$ cat config.mk
export PLATFORM = sky130hd
export DESIGN_NAME = pred_pattern_gen
export DESIGN_NICKNAME = d
export VERILOG_FILES = /design/src/rtl/pgen_pkg.sv /design/src/rtl/pgen_decode.sv /design/src/rtl/pgen_count.sv /design/src/rtl/pgen_mask.sv /design/src/rtl/pred_pattern_gen.sv
export SDC_FILE = /design/constraint.sdc
export NUM_CORES = 1
export LEC_CHECK = 0
export BUFFER_PORTS_ARGS = -buffer_cell sky130_fd_sc_hd__clkbuf_2
export CORE_MARGIN = 1
export CORE_UTILIZATION = 41
export DETAILED_ROUTE_END_ITERATION = 7
export SLEW_MARGIN = 15
export SYNTH_ARGS = -nofsm -noshare
export SYNTH_HDL_FRONTEND = slang
export SYNTH_HIERARCHICAL = 1
export SYNTH_SLANG_ARGS = --single-unit
$ cat constraint.sdc
create_clock -name clk -period 19.7 [get_ports clk]
set_input_delay 1.97 -clock clk [delete_from_list [all_inputs] [get_ports clk]]
set_output_delay 1.97 -clock clk [all_outputs]
set_load 0.005 [all_outputs]
$ cat src/rtl/pgen_pkg.sv
// Shared encodings for the predicate pattern generator.
// Assumes the fixed 32-bit instruction layout of the three supported forms.
package pgen_pkg;
    localparam logic [31:0] INIT_MASK  = 32'hFF3E_FC10;
    localparam logic [31:0] INIT_MATCH = 32'h2518_E000;
    localparam logic [31:0] ZERO_MASK  = 32'hFFFF_FFF0;
    localparam logic [31:0] ZERO_MATCH = 32'h2518_E400;
    localparam logic [31:0] FFR_WORD   = 32'h252C_9000;
    localparam logic [4:0]  PAT_POW2   = 5'd0;
    localparam logic [4:0]  PAT_MUL4   = 5'd29;
    localparam logic [4:0]  PAT_MUL3   = 5'd30;
    localparam logic [4:0]  PAT_ALL    = 5'd31;
    localparam logic [4:0]  FFR_INDEX  = 5'd16;

    typedef struct packed {
        logic       legal;
        logic [4:0] rd;
        logic [1:0] esz;
        logic [4:0] pat;
        logic       init;
        logic       setf;
    } pgen_op_t;
endpackage

$ cat src/rtl/pgen_decode.sv
// Instruction decoder: maps a 32-bit word onto the generator controls.
// Assumes the three forms do not overlap; anything else leaves legal=0.
module pgen_decode
    import pgen_pkg::*;
(
    input  logic [31:0] insn,
    output pgen_op_t    op
);
    // Match the word against each form and fill in implied fields.
    always_comb begin
        op = '0;
        if ((insn & INIT_MASK) == INIT_MATCH) begin
            op.legal = 1'b1;
            op.esz   = insn[23:22];
            op.setf  = insn[16];
            op.pat   = insn[9:5];
            op.rd    = {1'b0, insn[3:0]};
            op.init  = 1'b1;
        end else if ((insn & ZERO_MASK) == ZERO_MATCH) begin
            op.legal = 1'b1;
            op.pat   = PAT_ALL;
            op.rd    = {1'b0, insn[3:0]};
            op.init  = 1'b0;
        end else if (insn == FFR_WORD) begin
            op.legal = 1'b1;
            op.pat   = PAT_ALL;
            op.rd    = FFR_INDEX;
            op.init  = 1'b1;
        end
    end
endmodule

$ cat src/rtl/pgen_count.sv
// Active element counter: turns vector length, element size and pattern
// into the number of active elements. Assumes vl_gran is within range.
module pgen_count
    import pgen_pkg::*;
#(
    parameter int GRAN_BYTES = 16,
    parameter int GW         = 5,
    parameter int CNT_W      = 9
) (
    input  logic [GW-1:0]    vl_gran,
    input  logic [1:0]       esz,
    input  logic [4:0]       pat,
    output logic [CNT_W-1:0] cnt
);
    int elems;
    int floor2;
    int want;
    int res;

    // Element count from length and size.
    always_comb elems = (int'(vl_gran) * GRAN_BYTES) >> esz;

    // Largest power of two not above the element count.
    always_comb begin
        floor2 = 0;
        for (int i = 0; i <= CNT_W; i++) begin
            if (((elems >> i) & 1) != 0) floor2 = 1 << i;
        end
    end

    // Requested count for the fixed-number patterns.
    always_comb begin
        if (pat <= 5'd8) want = int'(pat);
        else             want = 16 << (int'(pat) - 9);
    end

    // Select the active count by pattern code.
    always_comb begin
        if (pat == PAT_POW2)                       res = floor2;
        else if (pat <= 5'd13)                     res = (want < elems) ? want : elems;
        else if (pat == PAT_MUL4)                  res = elems - (elems % 4);
        else if (pat == PAT_MUL3)                  res = elems - (elems % 3);
        else if (pat == PAT_ALL)                   res = elems;
        else                                       res = 0;
    end

    assign cnt = CNT_W'(res);
endmodule

$ cat src/rtl/pgen_mask.sv
// Predicate builder: sets the lowest bit of each active element.
// Assumes cnt never exceeds the element count of the current length.
module pgen_mask #(
    parameter int PRED_W = 256,
    parameter int CNT_W  = 9
) (
    input  logic [CNT_W-1:0]  cnt,
    input  logic [1:0]        esz,
    input  logic              init,
    output logic [PRED_W-1:0] pred
);
    localparam int SPAN_W = CNT_W + 3;

    logic [SPAN_W-1:0] span;
    logic [2:0]        lowm;

    // Number of predicate bits covered by active elements.
    assign span = SPAN_W'(cnt) << esz;
    // Low-order bits that must be zero for an element's first byte.
    assign lowm = 3'((4'd1 << esz) - 4'd1);

    for (genvar b = 0; b < PRED_W; b++) begin : g_bit
        localparam logic [2:0] LOW = 3'(b % 8);
        // One predicate bit: inside the span and on an element boundary.
        assign pred[b] = init && (SPAN_W'(b) < span) && ((LOW & lowm) == 3'd0);
    end
endmodule

$ cat src/rtl/pred_pattern_gen.sv
// Predicate pattern generator top: decodes the instruction, builds the
// predicate and flags, and registers a write request one cycle later.
// Assumes 1 <= vl_gran <= MAX_GRAN; the register file lives outside.
module pred_pattern_gen
    import pgen_pkg::*;
#(
    parameter  int MAX_GRAN   = 16,
    parameter  int GRAN_BYTES = 16,
    localparam int PRED_W     = MAX_GRAN * GRAN_BYTES,
    localparam int GW         = $clog2(MAX_GRAN + 1),
    localparam int CNT_W      = $clog2(PRED_W + 1)
) (
    input  logic              clk,
    input  logic              rst_n,
    input  logic [GW-1:0]     vl_gran,
    input  logic              insn_valid,
    input  logic [31:0]       insn,
    output logic              wr_en,
    output logic [4:0]        wr_idx,
    output logic [PRED_W-1:0] wr_data,
    output logic              flags_we,
    output logic [3:0]        flags,
    output logic              illegal
);
    pgen_op_t           op;
    logic [CNT_W-1:0]   cnt;
    logic [PRED_W-1:0]  pred;
    logic               any_set;

    pgen_decode u_decode (
        .insn (insn),
        .op   (op)
    );

    pgen_count #(
        .GRAN_BYTES (GRAN_BYTES),
        .GW         (GW),
        .CNT_W      (CNT_W)
    ) u_count (
        .vl_gran (vl_gran),
        .esz     (op.esz),
        .pat     (op.pat),
        .cnt     (cnt)
    );

    pgen_mask #(
        .PRED_W (PRED_W),
        .CNT_W  (CNT_W)
    ) u_mask (
        .cnt  (cnt),
        .esz  (op.esz),
        .init (op.init),
        .pred (pred)
    );

    // Any active bit drives N, C and the inverse of Z.
    assign any_set = |pred;

    // Strobe outputs: one-cycle pulses after a valid instruction.
    always_ff @(posedge clk) begin
        if (!rst_n) begin
            wr_en    <= 1'b0;
            illegal  <= 1'b0;
            flags_we <= 1'b0;
        end else begin
            wr_en    <= insn_valid && op.legal;
            illegal  <= insn_valid && !op.legal;
            flags_we <= insn_valid && op.legal && op.setf;
        end
    end

    // Payload registers: captured only on a valid strobe.
    always_ff @(posedge clk) begin
        if (!rst_n) begin
            wr_idx  <= '0;
            wr_data <= '0;
            flags   <= '0;
        end else if (insn_valid) begin
            wr_idx  <= op.rd;
            wr_data <= pred;
            flags   <= {any_set, !any_set, any_set, 1'b0};
        end
    end


    illegal_no_write_chk: assert property (@(posedge clk) disable iff (!rst_n)
        illegal |-> !wr_en && !flags_we);


    idle_without_strobe_chk: assert property (@(posedge clk) disable iff (!rst_n)
        !$past(insn_valid) |-> !wr_en && !illegal && !flags_we);


    beyond_vl_zero_chk: assert property (@(posedge clk) disable iff (!rst_n)
        wr_en |-> (wr_data >> (int'($past(vl_gran)) * GRAN_BYTES)) == '0);


    flags_consistent_chk: assert property (@(posedge clk) disable iff (!rst_n)
        flags_we |-> (flags[2] == (wr_data == '0)) && (flags[3] == !flags[2])
                     && (flags[1] == !flags[2]) && !flags[0]);


    ffr_dest_chk: assert property (@(posedge clk) disable iff (!rst_n)
        (wr_en && wr_idx == FFR_INDEX) |-> $past(insn) == FFR_WORD);
endmodule

==> impl_metrics.csv <==
group,metric,value,unit
power,sw_pwr,0.305,mW
clock_network,cts_tree,"built",
finish,num-nets-final,2136,
clock_network,cts_max_path_buffers,3,
floorplan,dieHeight,200,um
clock_network,clkTransAtPathRegs,60,ps
grt,globalRoute.totalOverflow,0,
outcome,outcome,"finished, final reports clean",
clock_network,numCtsBuffers,30,
finish,area_growth_syn_to_layout,17.3,%
clock_network,holdBufCountCts,0,
synth,yosys.cell_types.count,99,
critical_path,endpoint_required_time_on_the_critical_path,20150,ps
routing,detail_route.wirelength.met1,25.7,mm
power,p_int,0.974,mW
synth,synthSimpleGateAreaFrac,24.4,%
floorplan,io-pin-count,308,
routing,vias_per_std_cell,5.78,
clock_network,cts.repair.resized,0,
place,placement.setup.worst_slack,5760,ps
grt,grt.total_usage,27.3,%
finish,n_antenna_cell,0,
power,power_frac_clock,48.1,%
critical_path,cp-start-kind,"input pin",
finish,fin_area,18800,um^2
synth,synth-xor-area-share,0.818,%
critical_path,timing.critical_path.slowest_cell_delay,720,ps
routing,drcViolationCount,0,
run,cap_violations,0,
synth,synth_top_area_share,33.2,%
synth,synth.area.mux_share,18.6,%
synth,yosys.area_share.adder,1.71,%
finish,seqCellArea,5330,um^2
routing,top_signal_layer_used,"met4",
synth,edff_count_synth,0,
clock_network,numClockSinks,266,
critical_path,crit_path_top_delay_cell,"sky130_fd_sc_hd__or4b_1",
critical_path,path_class,"in2reg",
power,vdd.ir_drop.worst,61.0,uV
synth,yosys_most_used_dff,"sky130_fd_sc_hd__dfxtp_1",
sta,setup_total_negative_slack,0,ps
critical_path,crit_path_end_kind,"flop",
routing,met2WireLength,24.5,mm
synth,synth_area_per_cell,8.63,um^2
power,seqPwrFrac,42.1,%
routing,antenna_violation_net_count_after_detailed_routing,0,
sta,fin_skew,0,ps
place,numPlacedInstances,2560,
finish,post_layout_nonfiller_instances,2611,
place,placedInstanceArea,17700,um^2
synth,syn_nets,1922,
finish,multi_input_area,9920,um^2
synth,synth-seq-cells,266,
floorplan,die_width,200,um
synth,synthesis.yosys.warnings,6,
grt,grt_start_max_net_pins,136,
finish,fillCellCount,3778,
floorplan,fp.dieArea,40000,um^2
synth,synth-compound-area-share,16.0,%
clock_network,clock_insertion_delay_worst_skew,550,ps
sta,timing.final.crit_period,13600,ps
floorplan,core_area,38600,um^2
finish,final_core_utilization,48.7,%
synth,synth.yosys.seq_area_share,33.2,%
power,power.density,67.9,nW/um^2
synth,postSynth.asyncResetShare,0,%
grt,grt_pass1_wl,84.2,mm
synth,synthCells,1860,
routing,drt_wl_total,56.6,mm
critical_path,critPathMaxFanout,56,
hold_path,hp-class,"reg2reg",
sta,slew_headroom,18.6,%
sta,final.period_utilization,69.0,%
place,gp_congestion,0.889,
synth,synth_most_common_cell,"sky130_fd_sc_hd__nor2b_1",
floorplan,initial_cell_density_of_the_core,41.5,%
synth,synth_area,16100,um^2
synth,post-synth-top-area-cell,"sky130_fd_sc_hd__dfxtp_1",
routing,average_wire_per_standard_cell,21.7,um
sta,timing.final.max_slew_violations,0,
sta,tightestPinTransition,1220,ps
place,io_buffers,306,
sta,postLayoutSetupSlackWorst,6100,ps
sta,fmaxAchievable,73.5,MHz
clock_network,ctsHtreeMaxLevel,1,
sta,timing.final.hold_violations,0,
clock_network,clockRootBuffer,"sky130_fd_sc_hd__clkbuf_16",
power,power.combinational.fraction,9.8,%
sta,report.final.setup_viol,0,
power,power.leakage,8.30,nW
routing,met3WireLength,4.62,mm
routing,first_pass_iters,7,
routing,vias,15100,
floorplan,std_cell_rows,72,
synth,synth.top_cells.by_count,"sky130_fd_sc_hd__nor2b_1, sky130_fd_sc_hd__mux2i_1, sky130_fd_sc_hd__dfxtp_1",
grt,first_global_vias,14000,
critical_path,cp.arrival,14050,ps
power,power,1.28,mW
place,dp_hpwl,40.5,mm
clock_network,cts.repair_timing.setup_buffer_count,0,
power,netSwitchingFraction,23.8,%
finish,drive_above_1_share,21.2,%
grt,grt_antenna_before_repair,0,
routing,dr.first_iter.drc_count,1515,
sta,fin_worst_hold_slack,519,ps
synth,ys_top_cells_by_area,"sky130_fd_sc_hd__dfxtp_1, sky130_fd_sc_hd__mux2i_1, sky130_fd_sc_hd__nor2b_1",
critical_path,crit_top_cell,"sky130_fd_sc_hd__ha_1",
synth,combinational_family_with_the_most_area_after_synthesis,"simple AND/OR/NAND/NOR gates",
sta,grt_setup_unrepaired,"false",
-- per-layer routing --
layer  GRT usage [%]  vias up
met3            4.27      121
met5               0        -
met1            39.5     7173
met2            41.4      737
met4            8.40        0
li1                -     7069
-- layout make-up --
| class | count | area share, % |
|---|---|---|
| timing repair buffer | 328 | 9.08 |
| tap | 518 | 3.44 |
| multi-input combinational | 1410 | 52.7 |
| clock buffer | 41 | 4.58 |
| clock inverter | 10 | 1.16 |
| inverter | 38 | 0.771 |
| sequential | 266 | 28.3 |
-- cell families after synthesis --
group           count (synthesis)
compound gates                422
fa+ha+maj                      22
mux                           287
other cells                     1
buf+inv                       184
flops                         266
simple gates                  663
xor+xnor                       15
-- worst max-delay path, delay by kind of cell --
family                   cells  cell delay [ps]
AO/OA/AOI/OAI               15             3520
buffers and inverters        3              710
AND/OR/NAND/NOR             19             6000
adder cells (fa/ha/maj)      4             1200
multiplexers                 2              590
-- registers in the layout, summed over array words and instances, names as in the netlist --
signal	cells
wr_en	1
wr_data	256
illegal	1
wr_idx	5
flags	2
flags_we	1
-- final timing paths --
path	cells after the start	slack, ps	start	to
max	43	6100	insn[28]	flags[1]
min	2	520	wr_data[131]	wr_data[131]
max reg2reg	1	18950	flags[1]	flags[1]
min reg2reg	2	520	wr_data[131]	wr_data[131]
-- power groups by stage --
stage / registers, mW / clock network [mW] / logic, mW
5_1_grt: 0.538 / 0.647 / 0.135
4_1_cts: 0.539 / 0.623 / 0.123
2_1_floorplan: 0.550 / 0 / 0.0972
3_3_place_gp: 0.550 / 0 / 0.122
3_5_place_dp: 0.550 / 0 / 0.123
6_report: 0.539 / 0.615 / 0.125
-- placed cells by master (no fill, tap or decap), drive strengths merged, types with 9 or more instances in the layout --
cell / count
nand4: 16
dfxtp: 266
mux2: 9
nor4: 71
nor2: 65
a211oi: 10
and2: 13
a21o: 13
nand2b: 15
clkbuf: 345
nand2: 106
nor3: 16
a31oi: 9
or3: 9
nand3b: 9
buf: 24
xnor2: 14
nand3: 23
nor3b: 10
inv: 38
mux2i: 273
a21oi: 232
ha: 22
o21ai: 73
o21a: 14
nor4b: 11
nor2b: 274
No activity file was read; power rests on OpenSTA's default activity.
